<file path="config.mk">
export PLATFORM = sky130hd
export DESIGN_NAME = prog_addr_reg
export DESIGN_NICKNAME = d
export VERILOG_FILES = /design/src/rtl/prog_addr_reg.sv
export SDC_FILE = /design/constraint.sdc
export NUM_CORES = 1
export LEC_CHECK = 0
export CORE_MARGIN = 3
export CORE_UTILIZATION = 50
export CTS_CLUSTER_SIZE = 40
export DETAILED_ROUTE_END_ITERATION = 16
export GPL_ROUTABILITY_DRIVEN = 0
export PLACE_DENSITY = 0.87
export SLEW_MARGIN = 20
export SYNTH_ARGS = -nofsm -noshare
export SYNTH_HDL_FRONTEND = slang
export SYNTH_SLANG_ARGS = --single-unit
</file>
<file path="constraint.sdc">
create_clock -name clk -period 7.1 [get_ports clk]
set_input_delay 1.42 -clock clk [delete_from_list [all_inputs] [get_ports clk]]
set_output_delay 1.42 -clock clk [all_outputs]
set_load 0.01 [all_outputs]
</file>
<file path="src/rtl/prog_addr_reg.sv">
module prog_addr_reg #(
  parameter int PC_W    = 16,
  parameter int BANK_W  = 8,
  parameter int SHORT_W = 8,
  localparam int ADDR_W = PC_W + BANK_W
) (
  input  logic              clk,
  input  logic              rst_n,
  input  logic              load_en,
  input  logic [ADDR_W-1:0] load_addr,
  input  logic              branch_en,
  input  logic              branch_wide,
  input  logic [PC_W-1:0]   branch_ofs,
  input  logic              step_en,
  output logic [PC_W-1:0]   pc_q,
  output logic [BANK_W-1:0] bank_q,
  output logic [ADDR_W-1:0] fetch_addr
);

  logic [PC_W-1:0] ofs_ext;
  logic            ofs_neg;
  logic [PC_W:0]   br_sum;
  logic [PC_W:0]   inc_sum;
  logic [BANK_W-1:0] bank_br;

  assign ofs_ext = branch_wide ? branch_ofs
                 : {{(PC_W-SHORT_W){branch_ofs[SHORT_W-1]}}, branch_ofs[SHORT_W-1:0]};
  assign ofs_neg = ofs_ext[PC_W-1];
  assign br_sum  = {1'b0, pc_q} + {1'b0, ofs_ext};
  assign inc_sum = {1'b0, pc_q} + {{PC_W{1'b0}}, 1'b1};

  always_comb begin
    bank_br = bank_q;
    if (br_sum[PC_W] && !ofs_neg)      bank_br = bank_q + 1'b1;
    else if (!br_sum[PC_W] && ofs_neg) bank_br = bank_q - 1'b1;
  end

  always_ff @(posedge clk or negedge rst_n) begin
    if (!rst_n) begin
      pc_q   <= '0;
      bank_q <= '0;
    end else if (load_en) begin
      pc_q   <= load_addr[PC_W-1:0];
      bank_q <= load_addr[ADDR_W-1:PC_W];
    end else if (branch_en) begin
      pc_q   <= br_sum[PC_W-1:0];
      bank_q <= bank_br;
    end else if (step_en) begin
      pc_q   <= inc_sum[PC_W-1:0];
      bank_q <= bank_q + BANK_W'(inc_sum[PC_W]);
    end
  end

  assign fetch_addr = {bank_q, pc_q};

endmodule


</file>
; Word level (Yosys, flattened, before mapping)
; Cells that the tools add are included.
[word_totals]
output_inout_bits = 48
wordCells = 23
regBits = 24
inputBits = 46
[op_classes]
addsub = 5
reduce_logical = 6
eq_ne = 1
n_mux = 9
[ops]
columns = operator, n
row1 = $mux 16, 4
row2 = $mux 8, 5
row3 = $add 16x1->17 const B, 1
row4 = $add 16x16->17, 1
row5 = $add 8x1->8, 1
row6 = $add 8x1->8 const B, 1
row7 = $sub 8x1->8 const B, 1
row8 = $ne 4x2->1 const B, 1
row9 = $reduce_bool 3->1, 1
row10 = $logic_and 1x1->1, 2
row11 = $logic_not 1->1, 2
row12 = $reduce_and 2->1, 1

; Longest topological paths before layout
[depth]
depth_word = 8
ltp_mapped = 21
depth_no_buf = 18

; Least setup slack after synthesis
; No wires, ideal clock.
[synth_path]
path_kind = input to register
start = input branch_wide
end = register bank_q[6]
t_required_ps = 6963
cell_stages = 21
path_slack_ps = 1434
arrival_ps = 5530
setup_time_ps = 137
path_cell_list = clkbuf_1 -> nand2b_1 -> clkbuf_1 -> nand2_1 -> ha_1 -> and3_1 -> a221o_1 -> a2111oi_1 -> nor3_1 -> a31o_2 -> ha_1 -> nand2b_1 -> clkbuf_1 -> xnor2_1 -> ha_1 -> nor3_1 -> o21bai_1 -> or4_1 -> a21oi_1 -> xnor2_1 -> a21oi_1
[synth_via]
elab_chain_cells = 6
elab_cells_between_ends = 11
cone_classes = 1 x add/sub / 1 x eq/ne / 4 x mux / 5 x reduce/logical
[synth_rtl]
columns = element, line
row1 = start: declaration, 12  ; input logic branch_wide,
row2 = $mux 16 *, 26  ; assign ofs_ext = branch_wide ? branch_ofs
row3 = $add 16x16->17 / $logic_not 1->1 (equally long branches), "29, 34"
row4 = $logic_not 1->1 / $logic_and 1x1->1 (equally long branches), "35, 34"
row5 = $logic_and 1x1->1 / $mux 8 (equally long branches), "35, 34"
row6 = $ne 4x2->1 (no line) / $mux 8 (equally long branches), -
row7 = $reduce_and 2->1 (no line) / $mux 8 (equally long branches), -
row8 = end signal: assignment, 44  ; bank_q <= load_addr[ADDR_W-1:PC_W];
row9 = end signal: assignment, 47  ; bank_q <= bank_br;
row10 = end signal: assignment, 50  ; bank_q <= bank_q + BANK_W'(inc_sum[PC_W]);
row11 = end: declaration, 16  ; output logic [BANK_W-1:0] bank_q,
; Mark *: on every way between the ends. The rest lies on a longest branch, timed or not.
; A chain may end at the register's enable or synchronous reset.

; Worst setup path in the final report
; Same ends and word-level chain as after synthesis.

==> results <==
## cell usage in the layout, fill, tap and decap left out, types with 8 or more instances in the layout
| master | netlist | layout |
|---|---|---|
| sky130_fd_sc_hd__nand3_1 | 12 | 12 |
| sky130_fd_sc_hd__nor2_1 | 23 | 23 |
| sky130_fd_sc_hd__nor3_1 | 8 | 8 |
| sky130_fd_sc_hd__xor2_1 | 14 | 14 |
| sky130_fd_sc_hd__a21oi_1 | 24 | 24 |
| sky130_fd_sc_hd__and3_1 | 8 | 8 |
| sky130_fd_sc_hd__ha_1 | 20 | 20 |
| sky130_fd_sc_hd__xnor2_1 | 14 | 14 |
| sky130_fd_sc_hd__dfrtp_1 | 24 | 24 |
| sky130_fd_sc_hd__clkdlybuf4s50_1 | 0 | 93 |
| sky130_fd_sc_hd__nand2_1 | 50 | 50 |
| sky130_fd_sc_hd__o21ai_0 | 27 | 27 |
## path summary, 6_finish.rpt
check	from	endpoint	slack, ns	cells past startpoint
max	branch_wide	bank_q[6]	0.97	19
max in group asynchronous	rst_n	pc_q[8]	5.33	2
min	bank_q[7]	bank_q[7]	0.63	2
max reg2reg	pc_q[0]	bank_q[6]	2.19	17
min reg2reg	bank_q[7]	bank_q[7]	0.63	2
min in group asynchronous	rst_n	bank_q[7]	1.51	2
## critical path: cells and delay by family
kind                     cells  cell delay, ns
AO/OA/AOI/OAI                6            1.30
AND/OR/NAND/NOR              7            1.75
XOR/XNOR                     2            0.37
buffers and inverters        1            0.61
adder cells (fa/ha/maj)      3            0.82
## layout make-up
type | count | area, um2 | share of cell area [%]
clock buffers | 3 | 41.29 | 1.151
repair buffers | 95 | 945.9 | 26.36
inverters | 4 | 15.01 | 0.4184
flip-flops and latches | 24 | 600.6 | 16.74
multi-input cells | 284 | 1868 | 52.06
clock inverters | 1 | 30.03 | 0.8368
well taps | 70 | 87.58 | 2.441
## power groups by stage
| stage | Combinational [mW] | Clock, mW | Sequential [mW] |
|---|---|---|---|
| floorplan | 0.280 | 0 | 0.211 |
| global placement | 0.419 | 0 | 0.212 |
| detailed placement | 0.429 | 0 | 0.213 |
| CTS | 0.433 | 0.128 | 0.210 |
| global route | 0.476 | 0.135 | 0.217 |
| finish | 0.436 | 0.127 | 0.211 |
## kinds of logic (layout without fill, tap and decap cells)
| kind of cell | count (synthesis) | in the layout | share of synthesized area [%] |
|---|---|---|---|
| fa+ha+maj | 21 | 21 | 9.963 |
| compound gates | 98 | 98 | 24.26 |
| mux | 6 | 6 | 2.352 |
| xor+xnor | 28 | 28 | 9.041 |
| flops | 24 | 24 | 22.14 |
| simple gates | 131 | 131 | 23.25 |
| buf+inv | 41 | 103 | 8.994 |
## routing by layer
metal / GRT usage (%) / up-vias / share of wire, % / wire length, um
met5: 0 / - / 0 / 0
met4: 6.873 / 0 / 1.8 / 148
met3: 3.160 / 19 / 8.2 / 661
met2: 43.49 / 148 / 47 / 3799
met1: 33.59 / 1337 / 42 / 3404
li1: - / 1385 / - / -
## synth_stat cells, types with 3 or more instances
cell                       instances
sky130_fd_sc_hd__xor2_1           14
sky130_fd_sc_hd__ha_1             20
sky130_fd_sc_hd__mux2_2            3
sky130_fd_sc_hd__a22oi_1           5
sky130_fd_sc_hd__nor2_1           23
sky130_fd_sc_hd__buf_4            24
sky130_fd_sc_hd__inv_1             4
sky130_fd_sc_hd__dfrtp_1          24
sky130_fd_sc_hd__nand3_1          12
sky130_fd_sc_hd__a21oi_1          24
sky130_fd_sc_hd__o21ai_0          27
sky130_fd_sc_hd__a211oi_1          4
sky130_fd_sc_hd__a21o_1            4
sky130_fd_sc_hd__and4_1            5
sky130_fd_sc_hd__and2_1            4
sky130_fd_sc_hd__a31oi_1           3
sky130_fd_sc_hd__o22ai_1           3
sky130_fd_sc_hd__o21a_1            3
sky130_fd_sc_hd__o211ai_1          4
sky130_fd_sc_hd__clkbuf_1         12
sky130_fd_sc_hd__nand2b_1          3
sky130_fd_sc_hd__xnor2_1          14
sky130_fd_sc_hd__mux2i_1           3
sky130_fd_sc_hd__and3_1            8
sky130_fd_sc_hd__nand2_1          50
sky130_fd_sc_hd__nand4_1           5
sky130_fd_sc_hd__nor3_1            8
sky130_fd_sc_hd__nor4_1            4
## state kept, by name, indices dropped and copies added, names as in the netlist
name and cells:
pc_q 16, bank_q 8
## through the flow
stage	total power, mW	worst slack, ns	utilization, %
after floorplan	0.4905	1.434	-
after global placement	0.6309	0.9749	68.00
after detailed placement	0.6416	0.7675	68.00
after CTS	0.7713	1.026	69.38
after global routing	0.8277	0.6293	69.38
final	0.7740	0.9659	69.38
==> summary.txt <==
Run status
  – Status: finished, final reports clean

Logic synthesis
  – Most used flip-flop cell after synthesis: sky130_fd_sc_hd__dfrtp_1
  – Synthesized flop and latch total: 24
  – Synthesized netlist net count: 416
  – Mapped Cells: 349
  – Part of the Yosys area used for sequential elements: 22.14%
  – Count of cell types in the netlist: 54
  – Number of warning messages in the yosys log: 0
  – Post-synth ARST share: 100.0%
  – Post-Synthesis Cell Area: 2713 um2
  – Proportion of netlist area held by the largest area contributor: 22.14%
  – Top area cells in the synthesized netlist: sky130_fd_sc_hd__dfrtp_1 22%, sky130_fd_sc_hd__ha_1 9.2%, sky130_fd_sc_hd__nand2_1 6.9%
  – Number of flops mapped to enable cells by yosys: 0
  – Per-instance average area after synthesis: 7.772 um2
  – Cell type with the largest total area after synthesis: sky130_fd_sc_hd__dfrtp_1

Finish
  – ANT cells: 0
  – Fraction of final layout cells sized beyond drive strength 1: 3.406%
  – Final net count: 479
  – Syn-to-layout area delta: 32.29%
  – Count of filler cells inserted in the layout: 427
  – Non-filler cells, final: 481
  – Final non-filler cell area: 3588 um2

STA
  – Accumulated negative setup slack: 0 ns
  – Minimum clock period after layout: 6.134 ns
  – Clock skew: 0.01114 ns
  – Post-route clock period utilization: 86.40%
  – Final hold vios: 0
  – Max-slew headroom: 41.76%
  – Setup-failing EPs final: 0
  – Slew at the pin with the worst max-slew slack: 0.8709 ns
  – Worst Hold Margin: 0.6345 ns
  – Highest clock rate: 163.0 MHz
  – RSZ-0062 raised after global routing: false
  – Number of pins exceeding their max-slew limit in the final report: 0

Power
  – Areal power density over the cells: 215.7 nW/um2
  – Psw: 312.8 uW
  – Internal Pwr Total: 461.2 uW
  – Share of total power in combinational logic: 56.4%
  – Leak pwr: 1.456 nW
  – Sequential share of power: 27.3%
  – Share of power burned in the clock network: 16.4%
  – Peak VDD IR: 0.1197 mV
  – Net switching share of the total power: 40.42%

Setup path
  – Worst-path cell chain: clkdlybuf4s50_1, nand2b_1, nand2_1, ha_1, and3_1, a221o_1, a2111oi_1, nor3_1, a31o_2, ha_1, nand2b_1, xnor2_1, ha_1, nor3_1, o21bai_1, or4_1, a21oi_1, xnor2_1, a21oi_1
  – Nature of the critical path endpoint: flip-flop
  – CP max stage cell: sky130_fd_sc_hd__clkdlybuf4s50_1
  – Required time of the critical path: 7.24 ns
  – Max stage delay on crit path: 0.61 ns
  – Data arrival time at the worst-slack endpoint: 6.27 ns
  – Startpoint Class: input port
  – Most common cell type on the critical path: sky130_fd_sc_hd__ha_1
  – Worst setup path category: in2reg
  – Maximum fanout encountered on the critical timing path: 16

Floorplan
  – Core Box Area: 5172 um2
  – Die area: 6345 um2
  – Cell row count: 26
  – Die width: 79.66 um
  – I/O pin count: 94
  – Starting Density: 52.44%
  – DIE HEIGHT: 79.66 um

Clock tree
  – Hold bufs inserted after CTS: 0
  – Number of CTS-inserted buffers: 3
  – Max clock buf depth: 2
  – Clock latency on the worst-skew pair: 0.28 ns
  – CTS H-tree lvls: 1
  – Buffers inserted during post-CTS setup optimization: 0
  – CTS tree: built
  – Clock sink count: 24
  – CTS root buffer: sky130_fd_sc_hd__clkbuf_8
  – Post-CTS resize count: 0
  – Clock transition time at the flip-flop clock pins of the worst setup and hold paths: 0.10 ns

Global route
  – Congestion Overflow GR: 0
  – Overall track demand over capacity in global routing: 25.43%
  – Number of global-route vias before repair: 2784
  – Global-route wire length before repair: 12890 um
  – Initial antenna violation count: 0
  – Largest net degree at the start of global routing: 31

Drt
  – Drt drc: 0
  – Routed wirelength normalized by instance count: 16.66 um
  – Routed Antenna Nets: 0
  – Total Wirelength: 8015 um
  – Number of DRC markers in iteration 0: 177
  – Number of search-and-repair iterations in the first detailed-routing pass: 5
  – DR vias/cell: 6.006
  – Number of vias in the routed layout: 2889

Placement
  – Quantity of I/O buffers inserted on ports: 93
  – Post-placement cell count: 477
  – Detailed-placement wirelength estimate: 6013 um
  – Total placed instance area: 3517 um2

Job
  – Number of max-capacitance violations reported: 0

Hold path
  – Kind of path behind the tightest hold check: reg2reg
No activity file was read; power rests on OpenSTA's default activity.
